==> src/rtl/bpsync_pkg.sv <==
package bpsync_pkg;

    typedef enum logic [1:0] {
        MUX_STATIC = 2'd0,
        MUX_2      = 2'd1,
        MUX_3      = 2'd2,
        MUX_4      = 2'd3
    } mux_mode_e;

    localparam int PHASE_W = 2;

    typedef logic [PHASE_W-1:0] phase_t;

    typedef struct packed {
        logic   step;
        logic   realign;
        phase_t last;
    } seq_ctl_t;

    function automatic phase_t last_phase(mux_mode_e m);
        return phase_t'(m);
    endfunction

endpackage

==> src/rtl/bpsync_edge.sv <==
module bpsync_edge #(
    parameter int STAGES = 2
) (
    input  logic clk,
    input  logic rst,
    input  logic line_i,
    input  logic own_i,
    output logic fall_o
);
    logic [STAGES-1:0] lvl_q;
    logic [STAGES-1:0] own_q;
    logic              prev_q;

    for (genvar g = 0; g < STAGES; g++) begin : g_stage
        if (g == 0) begin : g_first
            always_ff @(posedge clk) begin
                if (rst) begin
                    lvl_q[g] <= 1'b1;
                    own_q[g] <= 1'b0;
                end else begin
                    lvl_q[g] <= line_i;
                    own_q[g] <= own_i;
                end
            end
        end else begin : g_next
            always_ff @(posedge clk) begin
                if (rst) begin
                    lvl_q[g] <= 1'b1;
                    own_q[g] <= 1'b0;
                end else begin
                    lvl_q[g] <= lvl_q[g-1];
                    own_q[g] <= own_q[g-1];
                end
            end
        end
    end

    always_ff @(posedge clk) begin
        if (rst) prev_q <= 1'b1;
        else     prev_q <= lvl_q[STAGES-1];
    end

    // falling edge at the end of the chain, unless it was caused by our own pull-down
    assign fall_o = prev_q & ~lvl_q[STAGES-1] & ~own_q[STAGES-1];

endmodule

==> src/rtl/bpsync_phase_seq.sv <==
module bpsync_phase_seq
    import bpsync_pkg::*;
(
    input  logic      clk,
    input  logic      rst,
    input  logic      step_i,
    input  mux_mode_e mode_i,
    input  logic      fall_i,
    output phase_t    phase_o,
    output logic      start_o
);
    phase_t   ph_q, ph_d;
    logic     pend_q;
    seq_ctl_t ctl;

    always_comb begin
        ctl.step    = step_i;
        ctl.realign = pend_q | fall_i;
        ctl.last    = last_phase(mode_i);
        ph_d        = ph_q;
        start_o     = 1'b0;
        if (ctl.step) begin
            if (ctl.realign) begin
                ph_d = ctl.last;
            end else begin
                ph_d    = (ph_q >= ctl.last) ? '0 : ph_q + 1'b1;
                start_o = (ph_d == ctl.last);
            end
        end
    end

    always_ff @(posedge clk) begin
        if (rst) begin
            ph_q   <= '0;
            pend_q <= 1'b0;
        end else begin
            ph_q <= ph_d;
            if (step_i)      pend_q <= 1'b0;
            else if (fall_i) pend_q <= 1'b1;
        end
    end

    assign phase_o = ph_q;

    p_hold_r3: assert property (@(posedge clk) disable iff (rst)
        !step_i |=> $stable(ph_q));

    p_realign_r5: assert property (@(posedge clk) disable iff (rst)
        (step_i && (pend_q || fall_i)) |=> (ph_q == $past(last_phase(mode_i))));

    p_wrap_r8: assert property (@(posedge clk) disable iff (rst)
        (step_i && !pend_q && !fall_i && ph_q >= last_phase(mode_i)) |=> (ph_q == '0));

endmodule

==> src/rtl/bpsync_pulse.sv <==
module bpsync_pulse #(
    parameter int PULSE_LEN = 2
) (
    input  logic clk,
    input  logic rst,
    input  logic start_i,
    output logic drive_o
);
    localparam int CNT_W = (PULSE_LEN > 1) ? $clog2(PULSE_LEN) : 1;

    logic             drv_q;
    logic [CNT_W-1:0] left_q;

    always_ff @(posedge clk) begin
        if (rst) begin
            drv_q  <= 1'b0;
            left_q <= '0;
        end else if (start_i) begin
            drv_q  <= 1'b1;
            left_q <= CNT_W'(PULSE_LEN - 1);
        end else if (drv_q) begin
            if (left_q == '0) drv_q  <= 1'b0;
            else              left_q <= left_q - 1'b1;
        end
    end

    assign drive_o = drv_q;

    p_start_r4: assert property (@(posedge clk) disable iff (rst)
        start_i |=> drive_o);

    p_rise_r4: assert property (@(posedge clk) disable iff (rst)
        $rose(drive_o) |-> $past(start_i));

endmodule

==> src/rtl/bp_sync_ctrl.sv <==
module bp_sync_ctrl
    import bpsync_pkg::*;
#(
    parameter int SYNC_STAGES = 2,
    parameter int PULSE_LEN   = 2
) (
    input  logic       clk,
    input  logic       rst,
    input  logic       frame_step,
    input  logic [1:0] mux_mode,
    input  logic       sync_line_in,
    output logic [1:0] bp_index,
    output logic       sync_pull_down
);
    mux_mode_e mode;
    logic      fall;
    logic      start;
    phase_t    phase;

    assign mode = mux_mode_e'(mux_mode);

    bpsync_edge #(.STAGES(SYNC_STAGES)) u_edge (
        .clk    (clk),
        .rst    (rst),
        .line_i (sync_line_in),
        .own_i  (sync_pull_down),
        .fall_o (fall)
    );

    bpsync_phase_seq u_seq (
        .clk     (clk),
        .rst     (rst),
        .step_i  (frame_step),
        .mode_i  (mode),
        .fall_i  (fall),
        .phase_o (phase),
        .start_o (start)
    );

    bpsync_pulse #(.PULSE_LEN(PULSE_LEN)) u_pulse (
        .clk     (clk),
        .rst     (rst),
        .start_i (start),
        .drive_o (sync_pull_down)
    );

    assign bp_index = phase;

    p_static_r2: assert property (@(posedge clk) disable iff (rst)
        (frame_step && mux_mode == 2'b00) |=> (bp_index == 2'd0));

    p_range_r2: assert property (@(posedge clk) disable iff (rst)
        frame_step |=> (bp_index <= $past(mux_mode)));

endmodule

==> config.mk <==
export PLATFORM = sky130hd
export DESIGN_NAME = bp_sync_ctrl
export DESIGN_NICKNAME = d
export VERILOG_FILES = /design/src/rtl/bpsync_pkg.sv /design/src/rtl/bpsync_edge.sv /design/src/rtl/bpsync_phase_seq.sv /design/src/rtl/bpsync_pulse.sv /design/src/rtl/bp_sync_ctrl.sv
export SDC_FILE = /design/constraint.sdc
export NUM_CORES = 1
export LEC_CHECK = 0
export BUFFER_PORTS_ARGS = -buffer_cell sky130_fd_sc_hd__buf_4
export CAP_MARGIN = 20
export CORE_AREA = 2 2 39 41
export CTS_CLUSTER_SIZE = 25
export DETAILED_ROUTE_END_ITERATION = 8
export DIE_AREA = 0 0 41 43
export SETUP_SLACK_MARGIN = 0.05
export SLEW_MARGIN = 20
export SYNTH_ARGS = -nofsm -noshare
export SYNTH_HDL_FRONTEND = slang
export SYNTH_SLANG_ARGS = --single-unit
==> constraint.sdc <==
create_clock -name clk -period 4.5 [get_ports clk]
set_input_delay 0.9 -clock clk [delete_from_list [all_inputs] [get_ports clk]]
set_output_delay 0.9 -clock clk [all_outputs]
set_load 0.02 [all_outputs]
* Word level (Yosys, flattened, before mapping)
Index checks and enable logic that the tools add are counted.
Operators by class: add/subtract/negate cells 2, shifts and indexed selects 0, muxes and demuxes 10, equal/unequal tests 1, $lt $le $gt $ge 1, bitwise operators 5, div/mod/pow operators 0, multiply operators 0, reduce and logical (&&, ||, !) cells 2
Operators with widths (count):
- $mux 1 | 8
- $mux 2 | 2
- $add 2x1->2 const B | 1
- $and 1x1->1 | 2
- $eq 2x2->1 | 1
- $ge 2x2->1 | 1
- $not 1->1 | 2
- $reduce_bool 2->1 | 1
- $reduce_or 2->1 | 1
- $or 1x1->1 | 1
- $sub 1x1->1 const B | 1
Word-level totals: bits in latches 0, output and inout bits 3, ROM bits 0, logic and storage cells 30, bits in writable memories 0, register bits 10, bits of input ports 6, memories 0

* Logic depth before layout (Yosys ltp)
depth after elaboration 7, depth in mapped cells 6, mapped depth without buffers 6

* Hierarchy
From an unflattened synthesis, not the netlist that was laid out.
Unflattened totals: cells, all modules 45, area, all modules 429.2 µm²
By module, submodules not included:
- bpsync_phase_seq | sequential area each 60.1 µm², area each 222.7 µm², instances 1, cells an instance 27
- bpsync_edge | sequential area each 100.1 µm², area each 138.9 µm², instances 1, cells an instance 11
- bpsync_pulse | sequential area each 40.0 µm², area each 67.6 µm², instances 1, cells an instance 7

* Worst setup path after synthesis
OpenSTA, ideal clock, no wires.
path type input-to-reg, start input port mux_mode[0], end register u_seq.ph_q[0] (netlist: u_seq.phase_o[0]), slack 2582 ps, buffers on the path 0, setup time 91 ps, cell stages on the path 5, data arrival time 1827 ps, data required time 4409 ps, cells stage by stage ha_1 > nand2b_4 > a21oi_1 > nand3_1 > a311oi_1
On the way: cells in the longest elaborated chain, start to end 3
Ends and longest elaborated chain:
- start: declaration | RTL line bp_sync_ctrl.sv:10 | input logic [1:0] mux_mode,
- $ge 2x2->1 | RTL line bpsync_phase_seq.sv:26 | ph_d = (ph_q >= ctl.last) ? '0 : ph_q + 1'b1;
- $mux 2 | RTL line bpsync_phase_seq.sv:26
- $mux 2 * | RTL line bpsync_phase_seq.sv:23 | if (ctl.realign) begin
- end signal: assignment | RTL line bpsync_phase_seq.sv:37 | ph_q <= ph_d;
- end: declaration | RTL line bpsync_phase_seq.sv:12 | phase_t ph_q, ph_d;
Mark *: on every way between the ends. The rest lies on a longest branch, timed or not. A chain may end at the register's enable or synchronous reset.

* Final worst setup path
start input port mux_mode[0], end register u_seq.ph_q[1] (netlist: u_seq.phase_o[1])
On the way: cells in the longest elaborated chain, start to end 3
Ends and longest elaborated chain (RTL line):
- $ge 2x2->1 | bpsync_phase_seq.sv:26
- $mux 2 | bpsync_phase_seq.sv:26
- $mux 2 | bpsync_phase_seq.sv:23
No other way between the ends.

==> results.py <==
metrics = {
    "placement": {
        "io_buffers": 8,
        "place_area_sq_um": 520,
        "routabilityCongestion": 0.666,
        "hpwlAfterDp_um": 630,
        "dp_slack_ns": 2.33,
        "place_inst": 71,
    },
    "critical_path": {
        "critPathMaxFanout": 6,
        "worstPathArrival_ns": 2.07,
        "cpMaxStageDelayCell": "ha_1",
        "crit_chain": "buf_4 -> ha_1 -> nand2b_4 -> a21oi_1 -> nand3_1 -> a311oi_1",
        "critPathLaunchType": "primary input",
        "cp-end-kind": "register",
        "cpPeakStageDelay_ns": 0.29,
        "criticalPathCategory": "in -> reg",
        "required_ns": 4.68,
    },
    "synth": {
        "yosys_register_bits": 10,
        "seq_area_frac_synth": 0.451,
        "synth_cell_types": 22,
        "synth_top_area_share": 0.451,
        "syn_area_sq_um": 444,
        "syn-instance-count": 48,
        "synth_area_leaders": "dfxtp_1 (45%), ha_1 (5.6%), or2_2 (4.2%)",
        "yosys.area.top_type": "dfxtp_1",
        "synth_warnings": 0,
        "synth_nets": 56,
        "avgSynthCellArea_sq_um": 9.25,
    },
    "finish": {
        "layout.nets": 68,
        "drive_gt1_frac": 0.288,
        "post-route-util": 0.402,
        "n_antenna_cell": 0,
        "fin_area_sq_um": 557,
        "syn2layout_area_growth_pct": 25.4,
        "final_cell_count_no_fill": 75,
    },
    "timing": {
        "rsz0062_at_grt": "false",
        "fmax_ghz": 0.530,
        "setup_tns_ns": 0,
        "slew_viol_final": 0,
        "fin_crit_sh": 0.420,
        "worstMarginPinSlew_ns": 0.321,
        "whs_ns": 0.415,
        "skew_ns": 0.00876,
        "hold_viol": 0,
        "worst_slack_ns": 2.61,
        "post-route-min-period_ns": 1.89,
        "relSlewSlack": 0.785,
        "setup_viol": 0,
    },
    "cts": {
        "clockBufferDepth": 2,
        "cts_resized": 0,
        "cts.htree.levels": 1,
        "cts_tree": "built",
        "ctsHoldBuffers": 0,
        "clk-insertion-delay-late_ns": 0.27,
        "cts_root_buffer": "clkbuf_4",
        "cts_setup_buffers": 0,
        "clock_sinks": 10,
        "numCtsBuffers": 3,
        "clk_pin_slew_ns": 0.07,
    },
    "global_route": {
        "grt_max_degree": 11,
        "antenna_found_initial": 0,
        "gr-total-overflow": 0,
        "track_usage": 0.110,
        "grt_pass1_vias": 324,
        "grt_pass1_wl_mm": 1.24,
    },
    "run": {
        "drv_cap": 0,
    },
    "hold_path": {
        "min_path_type": "reg -> reg",
    },
    "floorplan": {
        "die_y_um": 43,
        "num_rows": 14,
        "start_util": 0.321,
        "die_x_um": 41,
        "ioPinCount": 9,
        "dieArea_sq_um": 1760,
        "core-area_sq_um": 1380,
    },
    "power": {
        "ir_drop_uv": 129,
        "leakage_nw": 0.230,
        "power_density_nw_per_um2": 385,
        "total_power_uw": 214,
    },
    "run_status": {
        "outcome": "complete, no violations",
    },
    "route": {
        "dr.pass1.iters": 2,
        "drt-vias-per-instance": 4.91,
        "drt_wl_total_um": 830,
        "vias": 368,
        "drc": 0,
        "drt_iter0_drc": 6,
        "wl_per_cell_um": 11.1,
        "ant_nets": 0,
    },
}
synth_stat cells:
library cell / instances
a311oi_1: 2
nor2b_1: 1
nor3_1: 2
ha_1: 2
dfxtp_1: 10
o2111ai_1: 1
inv_1: 3
nor2_1: 4
a21boi_2: 1
xor2_1: 1
o21ai_0: 3
a21oi_1: 2
and4b_1: 1
o22ai_1: 2
clkbuf_1: 1
or2_2: 3
nand2_1: 1
nor3b_1: 1
nand2b_1: 2
nand2b_4: 1
nand3_1: 3
o21a_1: 1
per-layer routing:
layer	share of wire	global-route usage	up-vias
li1	-	-	195
met1	0.48	0.118	166
met2	0.48	0.163	7
met3	0.042	0.0471	0
met4	0	0.0800	0
met5	0	0	-
power by group:
part / internal [mW] / switching (mW) / total, mW
Clock: 0.0491 / 0.0319 / 0.0810
Sequential: 0.0934 / 0.00382 / 0.0972
Combinational: 0.0178 / 0.0182 / 0.0360
worst max-delay path, delay by kind of cell:
kind                       cells  cell delay [ns]
adders and majority gates      1             0.29
AOI/OAI and AO/OA              2             0.48
buffers and inverters          1             0.13
and+or+nand+nor                2             0.26
sequential cells by signal (all words and copies together) (netlist names):
register,cells
u_pulse.left_q,1
u_edge.prev_q,1
u_seq.phase_o,2
u_seq.pend_q,1
u_pulse.drive_o,1
u_edge.own_q,2
u_edge.lvl_q,2
area by class of cell:
cell class | instances | area (sq um)
fill | 143 | 827
clock buffer | 4 | 36.3
tap | 16 | 20.0
sequential | 10 | 200
timing repair buffer | 8 | 60.1
multi-input combinational | 34 | 229
inverter | 3 | 11.3
worst paths after layout:
path | start | end | slack [ns] | cells after the start
max | mux_mode[0] | u_seq.phase_o[1] | 2.61 | 6
min | u_edge.lvl_q[0] | u_edge.lvl_q[1] | 0.42 | 1
max reg2reg | u_seq.phase_o[0] | u_seq.phase_o[1] | 2.83 | 6
min reg2reg | u_edge.lvl_q[0] | u_edge.lvl_q[1] | 0.42 | 1
layout by cell type, fill, tap and decap left out:
cell type  instances
a21boi_2           1
a21oi_1            2
a311oi_1           2
and4b_1            1
buf_4              8
clkbuf_4           3
clkbuf_8           1
dfxtp_1           10
ha_1               2
inv_1              3
nand2_1            1
nand2b_1           2
nand2b_4           1
nand3_1            3
nor2_1             4
nor2b_1            1
nor3_1             2
nor3b_1            1
o2111ai_1          1
o21a_1             1
o21ai_0            3
o22ai_1            2
or2_2              3
xor2_1             1
kinds of logic (layout without fill, tap and decap cells):
logic type / count (synthesis) / in the layout / share of synthesized area
AOI/OAI and AO/OA: 12 / 12 / 0.186
xor gates and xnor gates: 1 / 1 / 0.0197
adders and majority gates: 2 / 2 / 0.0563
buffers and inverters: 4 / 15 / 0.0338
DFF: 10 / 10 / 0.451
and+or+nand+nor: 19 / 19 / 0.254
Note: power is estimated with default switching activity, not from simulation.
